--- config.mk ---
export PLATFORM = sky130hd
export DESIGN_NAME = msg_mailbox
export DESIGN_NICKNAME = d
export VERILOG_FILES = /design/src/rtl/mbox_pkg.sv /design/src/rtl/mbox_ctrl.sv /design/src/rtl/mbox_datapath.sv /design/src/rtl/msg_mailbox.sv
export SDC_FILE = /design/constraint.sdc
export NUM_CORES = 1
export LEC_CHECK = 0
export ABC_AREA = 1
export BUFFER_PORTS_ARGS = -buffer_cell sky130_fd_sc_hd__buf_2
export CAP_MARGIN = 40
export CORE_MARGIN = 4
export CORE_UTILIZATION = 51
export CTS_CLUSTER_SIZE = 20
export DETAILED_ROUTE_END_ITERATION = 16
export GPL_ROUTABILITY_DRIVEN = 0
export GPL_TIMING_DRIVEN = 0
export PLACE_DENSITY = 0.77
export SKIP_CTS_REPAIR_TIMING = 1
export SYNTH_ARGS = -nofsm -noshare
export SYNTH_HDL_FRONTEND = slang
export SYNTH_SLANG_ARGS = --single-unit
--- constraint.sdc ---
create_clock -name clk -period 1.1 [get_ports clk]
set_input_delay 0.22 -clock clk [delete_from_list [all_inputs] [get_ports clk]]
set_output_delay 0.22 -clock clk [all_outputs]
set_load 0.01 [all_outputs]
--- src/rtl/mbox_pkg.sv ---
package mbox_pkg;
  localparam logic [1:0] REG_CMD = 2'd0;
  localparam logic [1:0] REG_PTR = 2'd1;
  localparam logic [1:0] REG_STS = 2'd2;
  localparam logic [1:0] REG_MSK = 2'd3;

  typedef struct packed {
    logic stageWr;
    logic commit;
    logic take;
    logic sMaskWr;
    logic rMaskWr;
  } mbox_strobe_t;
endpackage

--- src/rtl/mbox_ctrl.sv ---
module mbox_ctrl
  import mbox_pkg::*;
(
  input  logic         clk,
  input  logic         rst_n,
  input  logic         sWrEn,
  input  logic [1:0]   sSel,
  input  logic         rWrEn,
  input  logic         rRdEn,
  input  logic [1:0]   rSel,
  input  logic         sSpaceEn,
  input  logic         rPendEn,
  output mbox_strobe_t strobe,
  output logic         busy,
  output logic         sIrq,
  output logic         rIrq
);
  logic postReq, takeReq;

  assign postReq = sWrEn && (sSel == REG_CMD);
  assign takeReq = rRdEn && (rSel == REG_CMD);

  always_comb begin
    strobe.stageWr = sWrEn && (sSel == REG_PTR);
    strobe.commit  = postReq && !busy;
    strobe.take    = takeReq && busy;
    strobe.sMaskWr = sWrEn && (sSel == REG_MSK);
    strobe.rMaskWr = rWrEn && (rSel == REG_MSK);
  end

  always_ff @(posedge clk) begin
    if (!rst_n) begin
      busy <= 1'b0;
      sIrq <= 1'b0;
      rIrq <= 1'b0;
    end else begin
      if (strobe.take)        busy <= 1'b0;
      else if (strobe.commit) busy <= 1'b1;
      sIrq <= !busy && sSpaceEn;
      rIrq <= busy && rPendEn;
    end
  end


  post_sets_full_chk: assert property (@(posedge clk) disable iff (!rst_n)
    (postReq && !busy) |=> busy);

  take_clears_chk: assert property (@(posedge clk) disable iff (!rst_n)
    (takeReq && busy) |=> !busy);

  hold_full_chk: assert property (@(posedge clk) disable iff (!rst_n)
    (busy && !takeReq) |=> busy);

  rx_irq_level_chk: assert property (@(posedge clk) disable iff (!rst_n)
    1'b1 |=> (rIrq == $past(busy && rPendEn)));

  tx_irq_level_chk: assert property (@(posedge clk) disable iff (!rst_n)
    1'b1 |=> (sIrq == $past(!busy && sSpaceEn)));
endmodule

--- src/rtl/mbox_datapath.sv ---
module mbox_datapath
  import mbox_pkg::*;
#(
  parameter int DATA_W = 32
) (
  input  logic              clk,
  input  logic              rst_n,
  input  mbox_strobe_t      strobe,
  input  logic              busy,
  input  logic [1:0]        sSel,
  input  logic [1:0]        rSel,
  input  logic [DATA_W-1:0] sWrData,
  input  logic [DATA_W-1:0] rWrData,
  output logic [DATA_W-1:0] sRdData,
  output logic [DATA_W-1:0] rRdData,
  output logic              sSpaceEn,
  output logic              rPendEn
);
  localparam int PAD_W = DATA_W - 2;

  logic [DATA_W-1:0] stagePtr, msgCmd, msgPtr, sMask, rMask;
  logic [DATA_W-1:0] statusWord;

  assign statusWord = {{PAD_W{1'b0}}, busy, busy};
  assign sSpaceEn   = sMask[1];
  assign rPendEn    = rMask[0];

  always_ff @(posedge clk) begin
    if (!rst_n) begin
      stagePtr <= '0;
      msgCmd   <= '0;
      msgPtr   <= '0;
      sMask    <= '0;
      rMask    <= '0;
    end else begin
      if (strobe.stageWr) stagePtr <= sWrData;
      if (strobe.commit) begin
        msgCmd <= sWrData;
        msgPtr <= stagePtr;
      end
      if (strobe.sMaskWr) sMask <= sWrData;
      if (strobe.rMaskWr) rMask <= rWrData;
    end
  end

  always_comb begin
    unique case (sSel)
      REG_CMD: sRdData = msgCmd;
      REG_PTR: sRdData = stagePtr;
      REG_STS: sRdData = statusWord;
      default: sRdData = sMask;
    endcase
    unique case (rSel)
      REG_CMD: rRdData = msgCmd;
      REG_PTR: rRdData = msgPtr;
      REG_STS: rRdData = statusWord;
      default: rRdData = rMask;
    endcase
  end


  msg_hold_chk: assert property (@(posedge clk) disable iff (!rst_n)
    !strobe.commit |=> ($stable(msgCmd) && $stable(msgPtr)));

  mask_hold_chk: assert property (@(posedge clk) disable iff (!rst_n)
    !strobe.rMaskWr |=> $stable(rMask));
endmodule

--- src/rtl/msg_mailbox.sv ---
module msg_mailbox
  import mbox_pkg::*;
#(
  parameter int DATA_W = 32
) (
  input  logic              clk,
  input  logic              rst_n,
  input  logic              sWrEn,
  input  logic [1:0]        sSel,
  input  logic [DATA_W-1:0] sWrData,
  output logic [DATA_W-1:0] sRdData,
  input  logic              rWrEn,
  input  logic              rRdEn,
  input  logic [1:0]        rSel,
  input  logic [DATA_W-1:0] rWrData,
  output logic [DATA_W-1:0] rRdData,
  output logic              sIrq,
  output logic              rIrq
);
  mbox_strobe_t strobe;
  logic busy, sSpaceEn, rPendEn;

  mbox_ctrl u_ctrl (
    .clk(clk), .rst_n(rst_n), .sWrEn(sWrEn), .sSel(sSel),
    .rWrEn(rWrEn), .rRdEn(rRdEn), .rSel(rSel),
    .sSpaceEn(sSpaceEn), .rPendEn(rPendEn),
    .strobe(strobe), .busy(busy), .sIrq(sIrq), .rIrq(rIrq)
  );

  mbox_datapath #(.DATA_W(DATA_W)) u_dp (
    .clk(clk), .rst_n(rst_n), .strobe(strobe), .busy(busy),
    .sSel(sSel), .rSel(rSel), .sWrData(sWrData), .rWrData(rWrData),
    .sRdData(sRdData), .rRdData(rRdData),
    .sSpaceEn(sSpaceEn), .rPendEn(rPendEn)
  );
endmodule

==> flow_summary.toml, run 1 <==
[clocking]
cts_tree = "built"
path_clk_slew_ns = 0.06
insertion_delay_ns = 0.44
cts_sinks = 163
root_buffer = "clkbuf_16"
cts.htree.levels = 4
cts_buffers = 17
clock_path_buffers = 2

[yosys]
ys_seq_area_share_pct = 41.4
ys_types = 17
syn_area_per_cell_sq_um = 6.40
ys_ff_latch = 163
syn_area_sq_mm = 0.00789
synth_fp_nets = 1305
synth_top_cell_area_share_pct = 41.4
yosysTopAreaCell = "dfxtp_1"
synth_warnings = 0
synth_cells = 1232
synth_area_leaders = "dfxtp_1, nand2_1, nor2_1, inv_1, o211ai_1"

[setup_path]
crit_type = "reg2out"
r2r_start = "u_ctrl.busy"
crit_required_ns = 0.88
critPathMaxFanout = 6
critPathCaptureType = "primary output"
start_kind = "register"
setup.worst_path.start = "u_ctrl.busy"
worstPathArrival_ns = 1.28

[hold_path]
min_path_type = "in2reg"
hp-start = "rWrData[5]"

[drt]
antenna_left = 0
drt_pre_antenna_iters = 6
viasPerCell = 5.31
wl_um = 27700
drcViolationCount = 0
wl_per_cell_um = 17.0
drt_iter0_drc = 1015
vias = 8680

[sta]
tightest_slew_ns = 0.599
maxSlewViolCount = 0
skew_ns = 0.0102
min_period_over_period_pct = 136
hold_viol_final = 0
max_clock_freq_mhz = 668
layout_setup_ws_ns = -0.398
slew_headroom_pct = 60.1
report.final.setup_viol = 129
setup-tns-final_ns = -26.26
fin_crit_ns = 1.50
rsz0062_at_grt = "yes"

[status]
status = "finished, violations left"
violations = "setup timing"

[die]
dieArea_sq_mm = 0.0175
row_count = 45
die_y_um = 132
die_width_um = 132
start_util_pct = 51.9
core_sq_mm = 0.0152
ios = 139

[power_and_ir_drop]
power_density_mw_per_mm2 = 1370
totalPowerFinal_mw = 14.9
peakVddDrop_mv = 1.27
leakage_nw = 5.30

[global_routing]
overflow = 0
grt_pass1_vias = 7464
grt_max_degree = 17
grt_usage_pct = 26.7
antenna_found_initial = 0
grt_pass1_wl_um = 37400

[cells_and_area]
antenna_cells = 0
drive_gt1_share_pct = 38.2
fillers = 1167
fin_nets = 1508
final_cell_mix = "nand2_1, nor2_1, buf_2"
final_common_cell = "nand2_1"
utilization_pct = 71.7
syn_to_final_growth_pct = 38.1

[run]
max_cap_viol_count = 0

[place]
dp_hpwl_um = 17800
port_buffers = 133
## layout make-up
class	instances	area, sq um	area share [%]
repair buffers	186	1310	12.0
well taps	188	235	2.16
multi-input cells	853	4160	38.2
clock inverters	10	110	1.01
plain buffers	84	706	6.48
clock buffers	20	457	4.19
inverters	130	493	4.52
flip-flops and latches	163	3430	31.4
## per-layer routing
metal  GRT usage, %  routed length (um)  up-vias
li1               -                   -     4211
met1           37.7               11500     3951
met2           41.0               12700      437
met3           6.26                2610       81
met4           7.51                 886        0
met5              0                   0        -
## cells in the mapped netlist
cell type and n:
a21oi_1 67, buf_1 10, buf_2 47, buf_4 2
buf_6 13, clkbuf_1 14, dfxtp_1 163, inv_1 130
nand2_1 385, nand3_1 73, nand3_2 3, nand4_1 7
nor2_1 254, nor2_2 2, nor2_4 1, nor3_1 1
o211ai_1 60
## path summary, 6_finish.rpt
| path | depth (start not counted) | end | slack [ns] |
|---|---|---|---|
| worst min register to register | 2 | u_ctrl.rIrq | 0.46 |
| worst min-delay path | 3 | u_dp.rMask[5] | 0.003 |
| worst max-delay path | 3 | sRdData[0] | -0.40 |
| worst max register to register | 7 | u_dp.msgPtr[1] | -0.25 |
## through the flow
stage	worst slack [ns]	cells	area [sq um]	hold slack, ns
CTS	-0.538	1583	9460	0.00236
floorplan	0.00245	1232	7990	0.355
global placement	-0.342	1553	8890	0.440
global route	-0.432	1634	10900	0.0149
finish	-0.398	1634	10900	0.00316
detailed placement	-0.361	1553	8890	0.448
## worst max-delay path, cell delays in order, from the launching register on
cell,delay [ns]
dfxtp_4,0.39
nand3_2,0.08
nand4_1,0.17
buf_2,0.20
## report_power, final
| group | total [mW] | switching, mW | leakage (nW) | internal [mW] |
|---|---|---|---|---|
| Clock | 5.87 | 2.45 | 0.270 | 3.41 |
| Sequential | 6.45 | 0.233 | 1.38 | 6.22 |
| Combinational | 2.62 | 1.53 | 3.65 | 1.09 |
| Total | 14.9 | 4.22 | 5.30 | 10.7 |
## cell families after synthesis
group	after synthesis	share of synthesized area (%)
AO/OA/AOI/OAI	127	9.96
AND/OR/NAND/NOR	726	36.3
buffers and inverters	216	12.4
flip-flops	163	41.4
## state kept, by name (all words and copies together), names as in the netlist
name,count
u_dp.msgCmd,32
u_dp.msgPtr,32
u_dp.rMask,32
u_dp.sMask,32
u_dp.stagePtr,32
u_ctrl.busy,1
u_ctrl.rIrq,1
u_ctrl.sIrq,1
Power figures use the tool's default switching activity.
==> inputs of run 2 (changes only) <==
--- a/config.mk
+++ b/config.mk
@@ -15,6 +15,7 @@
 export GPL_ROUTABILITY_DRIVEN = 0
 export GPL_TIMING_DRIVEN = 0
 export PLACE_DENSITY = 0.77
+export REMOVE_ABC_BUFFERS = 1
 export SKIP_CTS_REPAIR_TIMING = 1
 export SYNTH_ARGS = -nofsm -noshare
 export SYNTH_HDL_FRONTEND = slang
==> flow_summary.toml, run 2 (synthesis gave the netlist of run 1 again) <==
[status]
status = "finished, violations left"
violations = "setup timing"

[clocking]
cts.htree.levels = 4
cts_tree = "built"
insertion_delay_ns = 0.42
cts_sinks = 163
clock_path_buffers = 2
root_buffer = "clkbuf_16"
path_clk_slew_ns = 0.07
cts_buffers = 17

[power_and_ir_drop]
peakVddDrop_mv = 1.48
p_int_mw = 10.9
totalPowerFinal_mw = 15.0
seqPwrFrac_pct = 42.6
leakage_nw = 5.21
pwr-share-clk_pct = 39.8
switching_share_pct = 27.3
p_switching_mw = 4.09
p_comb_share_pct = 17.5
power_density_mw_per_mm2 = 1390

[run]
max_cap_viol_count = 0

[die]
dieArea_sq_mm = 0.0175
start_util_pct = 51.9
core_sq_mm = 0.0152
row_count = 45
die_y_um = 132
die_width_um = 132
ios = 139

[sta]
setup-tns-final_ns = -35.83
maxSlewViolCount = 0
fin_crit_ns = 1.46
min_period_over_period_pct = 133
rsz0062_at_grt = "yes"
tightest_slew_ns = 0.674
max_clock_freq_mhz = 684
skew_ns = 0.00888
layout_setup_ws_ns = -0.363
report.final.setup_viol = 146
slew_headroom_pct = 55.1
hold_viol_final = 0

[drt]
antenna_left = 0
drt_pre_antenna_iters = 7
drt_iter0_drc = 823
viasPerCell = 5.36
vias = 8510
wl_per_cell_um = 17.0
wl_um = 27100
drcViolationCount = 0

[setup_path]
worstPathArrival_ns = 1.77
crit_required_ns = 1.41
critPathCaptureType = "register"
start_kind = "register"
critPathMaxFanout = 7
crit_type = "reg2reg"

[cells_and_area]
antenna_cells = 0
drive_gt1_share_pct = 31.9
syn_to_final_growth_pct = 37.0
final_cell_mix = "nand2_1, nor2_1, buf_2"
ff_latch_area_sq_mm = 0.00336
multi_input_area_sq_mm = 0.00410
fin_nets = 1460
final_common_cell = "nand2_1"
fillers = 1227

[global_routing]
grt_pass1_vias = 6824
grt_usage_pct = 23.2
overflow = 0
grt_max_degree = 84
antenna_found_initial = 1
grt_pass1_wl_um = 33400

[place]
port_buffers = 138
dp_slack_ns = -0.859
dp_hpwl_um = 12800

[hold_path]
min_path_type = "in2reg"
run 2: final timing paths:
path                        start              end  slack (ns)  cells after the start
setup / recovery      u_ctrl.busy  u_dp.msgPtr[14]       -0.36                      8
setup reg to reg      u_ctrl.busy  u_dp.msgPtr[14]       -0.36                      8
hold / removal        rWrData[10]   u_dp.rMask[10]        0.02                      3
hold reg to reg   u_dp.msgPtr[13]  u_dp.msgPtr[13]        0.47                      2
run 2: power groups by stage:
stage	Sequential, mW	Clock [mW]	Combinational, mW
floorplan	6.44	0	1.05
global placement	6.46	0	1.73
detailed placement	6.48	0	1.87
CTS	6.35	6.03	1.88
global route	6.43	6.31	2.84
finish	6.41	5.98	2.63
run 2: final cells by class:
| class | count | share of cell area (%) |
|---|---|---|
| well taps | 188 | 2.18 |
| flip-flops and latches | 163 | 31.0 |
| clock buffers | 25 | 4.58 |
| inverters | 130 | 4.58 |
| multi-input cells | 857 | 37.9 |
| clock inverters | 7 | 0.903 |
| repair buffers | 218 | 18.8 |
run 2: worst max-delay path, cell delays in order (launching register included):
cell and delay (ns):
dfxtp_4 0.38, buf_6 0.13, nor2_4 0.18, buf_6 0.15, buf_12 0.14, clkbuf_16 0.17, nand3_2 0.07, nand2_1 0.07
nor2_1 0.05
run 2: through the flow:
stage	util (%)	hold WS (ns)	instance area, sq um	instances
floorplan	-	0.340	7400	1146
global placement	54.8	0.440	8330	1472
global route	71.1	0.0190	10800	1588
CTS	61.2	0.00652	9310	1519
detailed placement	57.3	0.447	8720	1487
finish	71.1	0.0247	10800	1588
run 2: per-layer routing:
metal  track usage (%)  vias to the layer above  share of wire [%]
li1                  -                     4124                  -
met1              30.3                     3916                 40
met2              38.6                      393                 49
met3              5.19                       75                8.0
met4              6.64                        2                3.2
met5                 0                        -              0.048
